### config.mk
export PLATFORM = sky130hd
export DESIGN_NAME = xio_bridge
export DESIGN_NICKNAME = d
export VERILOG_FILES = /design/src/rtl/xio_pkg.sv /design/src/rtl/xio_gate.sv /design/src/rtl/xio_lanes.sv /design/src/rtl/xio_seq.sv /design/src/rtl/xio_bridge.sv
export SDC_FILE = /design/constraint.sdc
export NUM_CORES = 1
export LEC_CHECK = 0
export ABC_AREA = 1
export CAP_MARGIN = 15
export CORE_UTILIZATION = 49
export DETAILED_ROUTE_END_ITERATION = 8
export GPL_ROUTABILITY_DRIVEN = 0
export PLACE_DENSITY = 0.87
export SLEW_MARGIN = 20
export SYNTH_ARGS = -nofsm -noshare
export SYNTH_HDL_FRONTEND = slang
export SYNTH_HIERARCHICAL = 1
export SYNTH_SLANG_ARGS = --single-unit
### constraint.sdc
create_clock -name clk -period 6.3 [get_ports clk]
set_input_delay 1.575 -clock clk [delete_from_list [all_inputs] [get_ports clk]]
set_output_delay 1.575 -clock clk [all_outputs]
set_load 0.05 [all_outputs]
### src/rtl/xio_pkg.sv
package xio_pkg;

    localparam int DATA_W  = 32;
    localparam int NBYTE   = DATA_W / 8;
    localparam int XADDR_W = 4;
    localparam int MID_W   = 3;
    localparam int NCHAN_OK = 4;

    typedef enum logic [1:0] {
        SZ_BYTE = 2'd0,
        SZ_HALF = 2'd1,
        SZ_WORD = 2'd2,
        SZ_BAD  = 2'd3
    } xsize_e;

    typedef enum logic [1:0] {
        ST_IDLE = 2'd0,
        ST_TURN = 2'd1,
        ST_BUS  = 2'd2,
        ST_FAIL = 2'd3
    } xstate_e;

    // fields of an accepted request that the bus phase still needs
    typedef struct packed {
        xsize_e              size;
        logic                write;
        logic [5:0]          lo6;
        logic [DATA_W-1:0]   wdata;
    } xbus_t;

endpackage

### src/rtl/xio_gate.sv
module xio_gate
    import xio_pkg::*;
(
    input  logic [MID_W-1:0] master,
    input  logic             peer,
    input  xsize_e           size,
    input  logic [1:0]       lo,
    output logic             bad
);

    logic bad_mid, bad_size, bad_align;

    always_comb begin
        bad_mid  = (master >= MID_W'(NCHAN_OK));
        bad_size = (size == SZ_BAD);
        case (size)
            SZ_WORD: bad_align = (lo != 2'b00);
            SZ_HALF: bad_align = lo[0];
            default: bad_align = 1'b0;
        endcase
        bad = bad_mid | peer | bad_size | bad_align;
    end

endmodule

### src/rtl/xio_lanes.sv
module xio_lanes
    import xio_pkg::*;
(
    input  xsize_e             size,
    input  logic [1:0]         lo,
    input  logic [DATA_W-1:0]  wdata,
    input  logic [DATA_W-1:0]  rdata_bus,
    output logic [NBYTE-1:0]   be,
    output logic [DATA_W-1:0]  wlane,
    output logic [DATA_W-1:0]  rpick
);

    always_comb begin
        case (size)
            SZ_BYTE: be = NBYTE'(1) << lo;
            SZ_HALF: be = lo[1] ? 4'b1100 : 4'b0011;
            SZ_WORD: be = 4'b1111;
            default: be = 4'b0000;
        endcase
    end

    for (genvar b = 0; b < NBYTE; b++) begin : g_lane
        localparam logic [1:0] IDX = 2'(b);
        logic [1:0] wsrc;
        logic [1:0] rsrc;
        logic       rkeep;

        always_comb begin
            case (size)
                SZ_BYTE: begin wsrc = 2'd0;            rsrc = lo;              rkeep = (IDX == 2'd0); end
                SZ_HALF: begin wsrc = {1'b0, IDX[0]};  rsrc = {lo[1], IDX[0]}; rkeep = ~IDX[1];       end
                SZ_WORD: begin wsrc = IDX;             rsrc = IDX;             rkeep = 1'b1;          end
                default: begin wsrc = IDX;             rsrc = IDX;             rkeep = 1'b0;          end
            endcase
        end

        assign wlane[b*8 +: 8] = be[b] ? wdata[{wsrc, 3'b000} +: 8] : 8'h00;
        assign rpick[b*8 +: 8] = rkeep ? rdata_bus[{rsrc, 3'b000} +: 8] : 8'h00;
    end

endmodule

### src/rtl/xio_seq.sv
module xio_seq
    import xio_pkg::*;
#(
    parameter int STROBE = 2
) (
    input  logic    clk,
    input  logic    rst,
    input  logic    take,
    input  logic    take_first,
    input  logic    take_bad,
    output xstate_e state,
    output logic    ready,
    output logic    bus_last
);

    localparam int CW = $clog2(STROBE + 1);

    logic [CW-1:0] cnt;

    assign bus_last = (cnt == CW'(STROBE - 1));
    assign ready    = (state == ST_IDLE) || ((state == ST_BUS) && bus_last);

    always_ff @(posedge clk) begin
        if (rst) begin
            state <= ST_IDLE;
            cnt   <= '0;
        end else if (take) begin
            cnt <= '0;
            if (take_bad)
                state <= ST_FAIL;
            else if (take_first)
                state <= ST_TURN;
            else
                state <= ST_BUS;
        end else begin
            case (state)
                ST_TURN: begin
                    state <= ST_BUS;
                    cnt   <= '0;
                end
                ST_BUS: begin
                    if (bus_last)
                        state <= ST_IDLE;
                    else
                        cnt <= cnt + 1'b1;
                end
                ST_FAIL: state <= ST_IDLE;
                default: state <= ST_IDLE;
            endcase
        end
    end


    bus_hold_chk: assert property (@(posedge clk) disable iff (rst)
        (state == ST_BUS && !bus_last) |=> (state == ST_BUS));


    turn_once_chk: assert property (@(posedge clk) disable iff (rst)
        (state == ST_TURN) |=> (state == ST_BUS));

endmodule

### src/rtl/xio_bridge.sv
module xio_bridge
    import xio_pkg::*;
#(
    parameter int NSPACE = 4,
    parameter int STROBE = 2
) (
    input  logic                       clk,
    input  logic                       rst,
    input  logic                       req_valid,
    output logic                       req_ready,
    input  logic [2:0]                 req_master,
    input  logic                       req_peer_xspace,
    input  logic [1:0]                 req_size,
    input  logic                       req_write,
    input  logic                       req_first,
    input  logic [$clog2(NSPACE)-1:0]  req_space,
    input  logic [31:0]                req_addr,
    input  logic [31:0]                req_wdata,
    output logic                       rsp_valid,
    output logic                       rsp_err,
    output logic [31:0]                rsp_rdata,
    output logic [NSPACE-1:0]          xp_ce,
    output logic [3:0]                 xp_addr,
    output logic                       xp_wr,
    output logic [3:0]                 xp_be,
    output logic [31:0]                xp_wdata,
    input  logic [31:0]                xp_rdata
);

    localparam int SEL_W = $clog2(NSPACE);

    xstate_e            state;
    logic               ready, bus_last, fire, bad, bus;
    xbus_t              cur;
    logic [SEL_W-1:0]   cur_space;
    logic [NBYTE-1:0]   lane_be;
    logic [DATA_W-1:0]  lane_wd, lane_rd;

    assign fire      = req_valid & ready;
    assign req_ready = ready;
    assign bus       = (state == ST_BUS);

    xio_gate u_gate (
        .master (req_master),
        .peer   (req_peer_xspace),
        .size   (xsize_e'(req_size)),
        .lo     (req_addr[1:0]),
        .bad    (bad)
    );

    xio_seq #(.STROBE(STROBE)) u_seq (
        .clk        (clk),
        .rst        (rst),
        .take       (fire),
        .take_first (req_first),
        .take_bad   (bad),
        .state      (state),
        .ready      (ready),
        .bus_last   (bus_last)
    );

    always_ff @(posedge clk) begin
        if (rst) begin
            cur       <= '0;
            cur_space <= '0;
        end else if (fire) begin
            cur.size  <= xsize_e'(req_size);
            cur.write <= req_write;
            cur.lo6   <= req_addr[5:0];
            cur.wdata <= req_wdata;
            cur_space <= req_space;
        end
    end

    xio_lanes u_lanes (
        .size      (cur.size),
        .lo        (cur.lo6[1:0]),
        .wdata     (cur.wdata),
        .rdata_bus (xp_rdata),
        .be        (lane_be),
        .wlane     (lane_wd),
        .rpick     (lane_rd)
    );

    assign xp_ce    = bus ? (NSPACE'(1) << cur_space) : '0;
    assign xp_addr  = bus ? cur.lo6[5:2] : '0;
    assign xp_wr    = bus & cur.write;
    assign xp_be    = bus ? lane_be : '0;
    assign xp_wdata = (bus && cur.write) ? lane_wd : '0;

    always_ff @(posedge clk) begin
        if (rst) begin
            rsp_valid <= 1'b0;
            rsp_err   <= 1'b0;
            rsp_rdata <= '0;
        end else begin
            rsp_valid <= (bus && bus_last) || (state == ST_FAIL);
            rsp_err   <= (state == ST_FAIL);
            rsp_rdata <= (bus && bus_last && !cur.write) ? lane_rd : '0;
        end
    end


    ce_onehot_chk: assert property (@(posedge clk) disable iff (rst)
        $onehot0(xp_ce));


    turn_gap_chk: assert property (@(posedge clk) disable iff (rst)
        (req_valid && req_ready && req_first) |=> (xp_ce == '0));


    refuse_quiet_chk: assert property (@(posedge clk) disable iff (rst)
        (rsp_valid && rsp_err) |-> ($past(xp_ce) == '0));


    be_live_chk: assert property (@(posedge clk) disable iff (rst)
        (xp_ce != '0) |-> (xp_be != '0));


    dir_idle_chk: assert property (@(posedge clk) disable iff (rst)
        (xp_ce == '0) |-> (xp_wdata == '0 && !xp_wr && xp_be == '0));


    ready_busy_chk: assert property (@(posedge clk) disable iff (rst)
        (req_valid && req_ready && !req_first) |=> (xp_ce != '0 || rsp_valid || !req_ready));

endmodule

After elaboration in Yosys (flattened, before gate mapping). Index checks and enable logic that the tools add are counted.

Word-level logic and storage cells: 89. Register bits: 81. Output and inout port bits: 80. Bits of input ports: 109.

Reductions and logical operators: 18. Bitwise logic cells: 9. Add/sub/neg operators: 1. Eq/ne operators: 11. Magnitude comparators: 1. Shift operators: 9. Mux-type cells: 28.

Operator list (number): 32-bit by 6-bit indexed part select with 8-bit output (6); 32-bit 2-to-1 mux (1); 8-bit 2-to-1 mux (4); 32-bit by 5-bit indexed part select with 8-bit output (1); 2-bit case mux with 2 select lines (7); 4-bit 2-to-1 mux (4); 2-bit 2-to-1 mux (6); 4-bit case mux with 3 select lines (1); 3-bit OR reduction (4); 2-bit == test (second input constant) (5); 2-bit by 1-bit == test with 1-bit output (second input constant) (4); 1-bit by 2-bit << shifter with 4-bit output (first input constant) (2); 2-bit OR reduction (3); 2-bit zero test (2); 1-bit 2-to-1 mux (4); 1-bit NOT (4); 2-bit nonzero test (2); 3-bit >= comparator (second input constant) (1); 1-bit logical AND (3); 3-bit by 2-bit != test with 1-bit output (second input constant) (1); 1-bit bitwise OR (3); 2-bit by 1-bit adder with 2-bit output (second input constant) (1); 1-bit AND (2); 1-bit logical OR (2); 4 further kinds (4).

Longest topological paths before layout. Gate-level depths: netlist of run 1.

Word-level depth: 6. Depth in mapped cells: 12. Depth with buffers taken out: 10.

Cells and area by module. Netlist of run 1, hierarchy kept.

Modules (own cells, without submodules): xio_bridge (times used 1, cells each 472, seq. area each 1541.5 um^2, area each 3355.7 um^2); xio_lanes (times used 1, cells each 345, seq. area each 0.0 um^2, area each 1597.8 um^2); xio_seq (times used 1, cells each 33, seq. area each 80.1 um^2, area each 234.0 um^2); xio_gate (times used 1, cells each 13, seq. area each 0.0 um^2, area each 76.3 um^2).

Worst setup path after synthesis of run 1. OpenSTA, ideal clock, no wires.

Path kind: reg-to-output. Start point: register cur[40] (netlist name). End point: output xp_wdata[24]. Setup slack: 2.277 ns. Data required time: 4.725 ns. Buffers on the path: 3. Cell stages (with the launch flop): 13. Data arrival time: 2.448 ns. Cells stage by stage: dfxtp_1 clkbuf_1 inv_1 ha_1 buf_4 inv_2 buf_2 nand2_1 o21ai_0 mux2i_1 nor2_1 inv_1 nor2_1.

Longest elaborated chain between the ends: 5. Elaborated cells between the ends (all ways): 8. Classes of those cells: eq/ne: 2; shift: 1; mux: 4; reduce/logical: 1.

Ends and longest elaborated chain: 2-bit by 1-bit == test with 1-bit output / 2-bit zero test (equally long branches) (RTL line xio_lanes.sv:14, xio_lanes.sv:29); 2-bit case mux with 2 select lines (RTL line xio_lanes.sv:29) `case (size)`; 32-bit by 6-bit indexed part select with 8-bit output (RTL line xio_lanes.sv:37) `assign wlane[b*8 +: 8] = be[b] ? wdata[{wsrc, 3'b000} +: 8] : 8'h00;`; 8-bit 2-to-1 mux * (RTL line xio_lanes.sv:37); net lane_wd[24] (RTL line xio_bridge.sv:37) `logic [DATA_W-1:0] lane_wd, lane_rd;`; 32-bit 2-to-1 mux * (RTL line xio_bridge.sv:89) `assign xp_wdata = (bus && cur.write) ? lane_wd : '0;`; to (decl) (RTL line xio_bridge.sv:26) `output logic [31:0] xp_wdata,`.

The timed path passes the listed nets; every way through them passes the cells marked *.

Worst setup path after layout of run 1.
Start point: register cur[40] (netlist name). End point: output xp_wdata[28].

Longest elaborated chain between the ends: 5. Elaborated cells between the ends (all ways): 8. Classes of those cells: eq/ne: 2; shift: 1; mux: 4; reduce/logical: 1.

Ends and longest elaborated chain (RTL line): 2-bit by 1-bit == test with 1-bit output / 2-bit zero test (equally long branches) (xio_lanes.sv:14, xio_lanes.sv:29); 2-bit case mux with 2 select lines (xio_lanes.sv:29); 32-bit by 6-bit indexed part select with 8-bit output (xio_lanes.sv:37); 8-bit 2-to-1 mux * (xio_lanes.sv:37); net lane_wd[28] (xio_bridge.sv:37); 32-bit 2-to-1 mux * (xio_bridge.sv:89).

Marks and branches as above.

==> results_dict.tcl, run 1 <==
set metrics [dict create \
    yosysTopAreaCell "dfxtp_1" \
    syn_area_um2 5260 \
    worstSetupPathType "reg -> out" \
    rrSetupSlack_ns 3.49 \
    synth_common_cells "nor2_1 (230), nand2_1 (181), inv_1 (147)" \
    hold_viol 0 \
    drt-pass1-iter-count 5 \
    dr_wl_met3_um 1610 \
    max_clock_freq_mhz 195 \
    io_pins 189 \
    setup_ws_ns 1.16 \
    period_minus_slack_ns 5.14 \
    htree_num_levels 3 \
    cp.depth 9 \
    yosys.area.top_type_share_pct 30.8 \
    placementRows 37 \
    setup_viol 0 \
    drtIter0Drc 349 \
    clk_pin_slew_ns 0.09 \
    yosysUniqueCellTypes 28 \
    antenna_found_initial 0 \
    crit_path_end_kind "output pin" \
    path_cells "inv_1 > ha_1 > nor2_2 > buf_4 > mux2i_1 > nor2_1 > inv_1 > nor2_1 > clkdlybuf4s50_1" \
    worst_slew_pin_slew_ns 0.872 \
    drive_gt1_share_pct 7.52 \
    finalSetupTns_ns 0 \
    dp_hpwl_um 9790 \
    post-route-util_pct 67.1 \
    nets 1110 \
    dp_slack_ns 1.61 \
    cp_num_buf_inv 4 \
    max_slew_margin_pct 41.8 \
    ys_warn_count 6 \
    ys_top_cells_by_area "dfxtp_1 (31%), nor2_1 (16%), nand2_1 (13%), inv_1 (10%), nor3_2 (6.1%)" \
    synthArstFlopShare_pct 0 \
    r2r-end "rsp_rdata[13]$_SDFF_PP0_" \
    cts_resized 0 \
    finClkSkew_ns 0.0133 \
    critPathMaxFanout 18 \
    synthFlopType "dfxtp_1" \
    status "finished, final reports clean" \
    slowest_stage "clkdlybuf4s50_1" \
    num_vias 5610 \
    wl_per_cell_um 12.7 \
    synth_area_per_cell_um2 6.10 \
    grtUsageTotal_pct 26.2 \
    fin_crit_sh_pct 81.5 \
    p_leak_nw 3.02 \
    diodes 0 \
    required_ns 4.72 \
    syn_to_final_growth_pct 32.1 \
    grt_pass1_vias 5048 \
    cts_tree "built" \
    slowest_delay_ns 0.85 \
    dr_wl_met2_um 6610 \
    critical-path-top-delay-family "buffers and inverters" \
    grt_max_degree 74 \
    hp-class "reg -> reg" \
    clock_tree.root_cell "clkbuf_8" \
    start_kind "flop" \
    portBuffers 160 \
    ir_drop_mv 0.153 \
    drv_cap 0 \
    clk_latency_ns 0.36 \
    vias_per_cell 4.95 \
    ys_ff_latch 81 \
    clockBufferDepth 2 \
    crit_arrival_ns 3.56 \
    coreArea_um2 10400 \
    top_layer "met4" \
    powerDensity_nw_per_um2 220 \
    rr_startpoint "cur[40]$_SDFFE_PP0P_" \
    yosysSeqAreaShare_pct 30.8 \
    maxSlewViolCount 0 \
    ant_nets 0 \
    start_util_pct 50.8 \
    ctsHoldBuffers 0 \
    dieArea_um2 11200 \
    numClockSinks 81 \
    total_power_mw 1.53 \
    met1_length_um 5880 \
    fillers 928 \
    synth_most_common_cell "nor2_1" \
    routed_wl_um 14400 \
    grt_pass1_wl_um 23500 \
    rsz0062_at_grt "false" \
    synth_fp_nets 981 \
    dieWidth_um 106 \
    cts_setup_buffers 0 \
    synth-edff-count 0 \
    drcViolationCount 0 \
    grt-ovfl-total 0 \
    cts-buffers-inserted 9 \
    die_y_um 106 \
    hold_path_startpoint "u_seq/cnt[1]$_SDFFE_PP0P_" \
    syn_inst 863 \
    reg2reg_depth 9 \
    cp-startpoint "cur[40]$_SDFFE_PP0P_" \
    worstSetupEndpoint "xp_wdata[28]" \
]
## area by class of cell
| cell class | instances | area [um2] | share of cell area [%] |
|---|---|---|---|
| clock buffers | 10 | 128 | 1.84 |
| clock inverters | 6 | 67.6 | 0.972 |
| inverters | 156 | 586 | 8.42 |
| multi-input cells | 580 | 2750 | 39.5 |
| flip-flops and latches | 81 | 1620 | 23.3 |
| well taps | 136 | 170 | 2.45 |
| repair buffers | 164 | 1630 | 23.5 |
## where the power goes
| group | leakage [nW] | internal (mW) | switching [mW] |
|---|---|---|---|
| clock | 0.0929 | 0.185 | 0.213 |
| combinational | 2.27 | 0.190 | 0.363 |
| sequential | 0.663 | 0.548 | 0.0337 |
## per-stage QoR
stage | instance area [um2] | std cells | hold slack [ns]
floorplan | 5260 | 863 | 0.452
finish | 6950 | 1133 | 0.477
global placement | 6760 | 1117 | 0.465
CTS | 6950 | 1133 | 0.480
global route | 6950 | 1133 | 0.506
detailed placement | 6760 | 1117 | 0.466
## sequential cells by signal, indices dropped and copies added (netlist names)
signal / count
cur: 41
cur_space: 2
rsp_err: 1
rsp_rdata: 32
rsp_valid: 1
u_seq/cnt: 2
u_seq/state: 2
## worst min-delay path by stage
| stage | to | slack, ns | cells past startpoint |
|---|---|---|---|
| 3_5_place_dp | u_seq/cnt[1]$_SDFFE_PP0P_ | 0.47 | 2 |
| 6_report | u_seq/cnt[1]$_SDFFE_PP0P_ | 0.48 | 2 |
| 4_1_cts | u_seq/cnt[1]$_SDFFE_PP0P_ | 0.48 | 2 |
| 2_1_floorplan | u_seq/cnt[1]$_SDFFE_PP0P_ | 0.45 | 2 |
| 3_3_place_gp | u_seq/cnt[1]$_SDFFE_PP0P_ | 0.46 | 2 |
| 5_1_grt | u_seq/cnt[1]$_SDFFE_PP0P_ | 0.51 | 2 |
## layer usage
| metal | global-route usage [%] | up-vias |
|---|---|---|
| li1 | - | 2832 |
| met1 | 33.0 | 2425 |
| met2 | 43.3 | 318 |
| met3 | 5.75 | 35 |
| met4 | 10.6 | 0 |
| met5 | 0 | - |
## placed cells by master, fill, tap and decap left out, types with 2 or more instances in the layout
cell type        netlist  final
inv_1                147    147
nand4_1               16     16
nand3_1               34     34
o21ai_0               10     10
nor3_2                32     32
clkinvlp_4             0      2
nand2_1              181    181
ha_1                   9      9
dfxtp_1               81     81
nor2_4                 2      2
clkbuf_8               0      9
nor2_1               230    230
nand3_4                2      2
a21oi_1               13     13
nand2_2                2      2
mux2i_1                8      8
buf_4                 13      4
clkdlybuf4s50_1        0    160
nand3_2                2      2
o21ai_2                2      2
inv_2                  9      9
nor2_2                 4      4
nor3_1                14     14
o21ai_1               15     15
## worst min-delay path, delay by kind of cell, from the launching register on
| family | cells | cell delay (ns) |
|---|---|---|
| compound gates | 1 | 0.04 |
| simple gates | 1 | 0.07 |
| flops | 1 | 0.33 |
## logic make-up after synthesis
| logic type | Yosys count | share of synthesized area [%] |
|---|---|---|
| muxes | 8 | 1.52 |
| adders and majority gates | 9 | 2.14 |
| AOI/OAI and AO/OA | 43 | 4.40 |
| DFF | 81 | 30.8 |
| and+or+nand+nor | 520 | 44.2 |
| buffers and inverters | 202 | 16.9 |
(Power assumes the default switching activity.)
==> run 2: changes to the inputs <==
- CORE_UTILIZATION: 49 -> 41
- PLACE_DENSITY: 0.87 -> 0.77
- clock period: 6.3 -> 4.3 ns (I/O delays scaled with it)
==> results_dict.tcl, run 2 (synthesis gave the netlist of run 1 again) <==
set metrics [dict create \
    grt_pass1_vias 5143 \
    placementRows 41 \
    ctsHoldBuffers 0 \
    total_power_mw 2.60 \
    cp_num_buf_inv 5 \
    final_common_cell "nor2_1" \
    swShare_pct 35.0 \
    reg2reg_depth 10 \
    diodes 0 \
    rr_startpoint "cur[39]$_SDFFE_PP0P_" \
    powerDensity_nw_per_um2 343 \
    required_ns 3.22 \
    grtUsageTotal_pct 23.9 \
    dp_hpwl_um 10700 \
    htree_num_levels 3 \
    worstHoldEndpoint "u_seq/cnt[1]$_SDFFE_PP0P_" \
    portBuffers 160 \
    drv_cap 0 \
    crit_path_end_kind "output pin" \
    path_cells "inv_1 > ha_1 > buf_4 > inv_2 > o31ai_1 > nand2_1 > nor2_1 > inv_1 > nor2_1 > buf_12" \
    slowest_delay_ns 0.34 \
    period_minus_slack_ns 3.59 \
    num_vias 5605 \
    coreArea_um2 12600 \
    grt_max_degree 50 \
    drtIter0Drc 442 \
    wl_per_cell_um 12.9 \
    cts_resized 0 \
    hold_path_startpoint "u_seq/cnt[1]$_SDFFE_PP0P_" \
    io_pins 189 \
    worst_slew_pin_slew_ns 0.892 \
    antenna_found_initial 0 \
    rrSetupSlack_ns 1.65 \
    slowest_stage "dfxtp_1" \
    die_y_um 115 \
    p_sw_uw 909 \
    combPwrFrac_pct 33.0 \
    drcViolationCount 0 \
    layout_common_cells "nor2_1 (230), nand2_1 (181), inv_1 (147), clkdlybuf4s50_1 (124), dfxtp_1 (81)" \
    dieWidth_um 115 \
    power_frac_seq_pct 32.3 \
    maxSlewViolCount 0 \
    start_kind "flop" \
    fin_crit_sh_pct 83.5 \
    nets 1117 \
    start_util_pct 41.9 \
    p_clk_share_pct 34.7 \
    top_register "cur" \
    status "finished, final reports clean" \
    routed_wl_um 15100 \
    dpl_cell_area_um2 7230 \
    drt-pass1-iter-count 5 \
    hp-class "reg -> reg" \
    clock_tree.root_cell "clkbuf_16" \
    ant_nets 0 \
    worstSetupPathType "reg -> out" \
    r2r-end "rsp_rdata[15]$_SDFF_PP0_" \
    grt-ovfl-total 0 \
    clockBufferDepth 2 \
    p_leak_nw 3.31 \
    clk_latency_ns 0.35 \
    cellInternalPower_mw 1.69 \
    vias_per_cell 4.77 \
    largestRegisters "cur: 41 flops, rsp_rdata: 32 flops" \
    final_area_um2 7580 \
    syn_to_final_growth_pct 44.1 \
    rsz0062_at_grt "false" \
    ir_drop_mv 0.288 \
    min_path_cells 2 \
    drive_gt1_share_pct 11.9 \
    crit_arrival_ns 2.52 \
    critPathMaxFanout 17 \
    largest_reg_flops 41 \
    max_clock_freq_mhz 278 \
    max_slew_margin_pct 40.3 \
    finalSetupTns_ns 0 \
    cts-buffers-inserted 9 \
    grt_pass1_wl_um 24600 \
    cts_setup_buffers 0 \
    finClkSkew_ns 0.00732 \
    setup_viol 0 \
    hold_viol 0 \
    clk_pin_slew_ns 0.06 \
    critical-path-top-delay-family "buffers and inverters" \
    cts_tree "built" \
    dieArea_um2 13300 \
    numClockSinks 81 \
]
run 2: cell count changes in the layout (fill, tap and decap cells not counted):
cell | before | now
buf_12 | 0 | 37
clkinv_2 | 1 | 0
clkbuf_8 | 9 | 1
clkbuf_1 | 1 | 0
clkinvlp_4 | 2 | 1
buf_4 | 4 | 10
clkdlybuf4s50_1 | 160 | 124
clkinv_4 | 1 | 2
bufinv_16 | 1 | 3
clkbuf_16 | 0 | 9
inv_6 | 1 | 0
run 2: power groups by stage:
| stage | combinational [mW] | sequential (mW) | clock (mW) |
|---|---|---|---|
| floorplan | 0.610 | 0.854 | 0 |
| global placement | 0.832 | 0.855 | 0 |
| detailed placement | 0.843 | 0.857 | 0 |
| CTS | 0.848 | 0.841 | 0.927 |
| global route | 0.958 | 0.847 | 0.958 |
| finish | 0.857 | 0.841 | 0.903 |
run 2: worst reg2reg max path, stage by stage (launching register included):
cell,delay [ns]
dfxtp_1,0.38
inv_1,0.08
ha_1,0.23
nor2_2,0.60
buf_4,0.30
nor2_4,0.09
inv_2,0.35
nor2_1,0.12
nor2_1,0.18
inv_1,0.07
nor3_2,0.16
run 2: area by class of cell:
type | count | area (um2)
repair buffers | 171 | 2060
fillers | 1153 | 4980
well taps | 172 | 215
inverters | 156 | 586
multi-input cells | 580 | 2750
flip-flops and latches | 81 | 1620
clock buffers | 10 | 239
clock inverters | 6 | 115
run 2: worst max path at each step:
stage | start | slack (ns) | end | cells after the start
2_1_floorplan | cur[40]$_SDFFE_PP0P_ | 0.78 | xp_wdata[25] | 12
3_3_place_gp | cur[39]$_SDFFE_PP0P_ | 1.16 | xp_wdata[4] | 10
3_5_place_dp | cur[39]$_SDFFE_PP0P_ | 1.11 | xp_be[0] | 10
4_1_cts | cur[39]$_SDFFE_PP0P_ | 0.73 | xp_wdata[2] | 10
5_1_grt | cur[39]$_SDFFE_PP0P_ | 0.49 | xp_wdata[4] | 10
6_report | cur[39]$_SDFFE_PP0P_ | 0.71 | xp_wdata[2] | 10
run 2: metal layers:
metal / GRT usage (%) / share of wire, %
met1: 28.2 / 42
met2: 37.8 / 44
met3: 9.44 / 12
met4: 11.5 / 2.8
met5: 0 / 0
run 2: stage by stage:
step / cells / worst slack, ns / hold WS [ns] / utilization [%]
detailed placement: 1160 / 1.11 / 0.466 / 57.5
finish: 1176 / 0.708 / 0.473 / 60.3
global route: 1176 / 0.491 / 0.499 / 60.3
floorplan: 863 / 0.777 / 0.452 / -
global placement: 1160 / 1.16 / 0.462 / 57.5
CTS: 1176 / 0.726 / 0.476 / 60.3
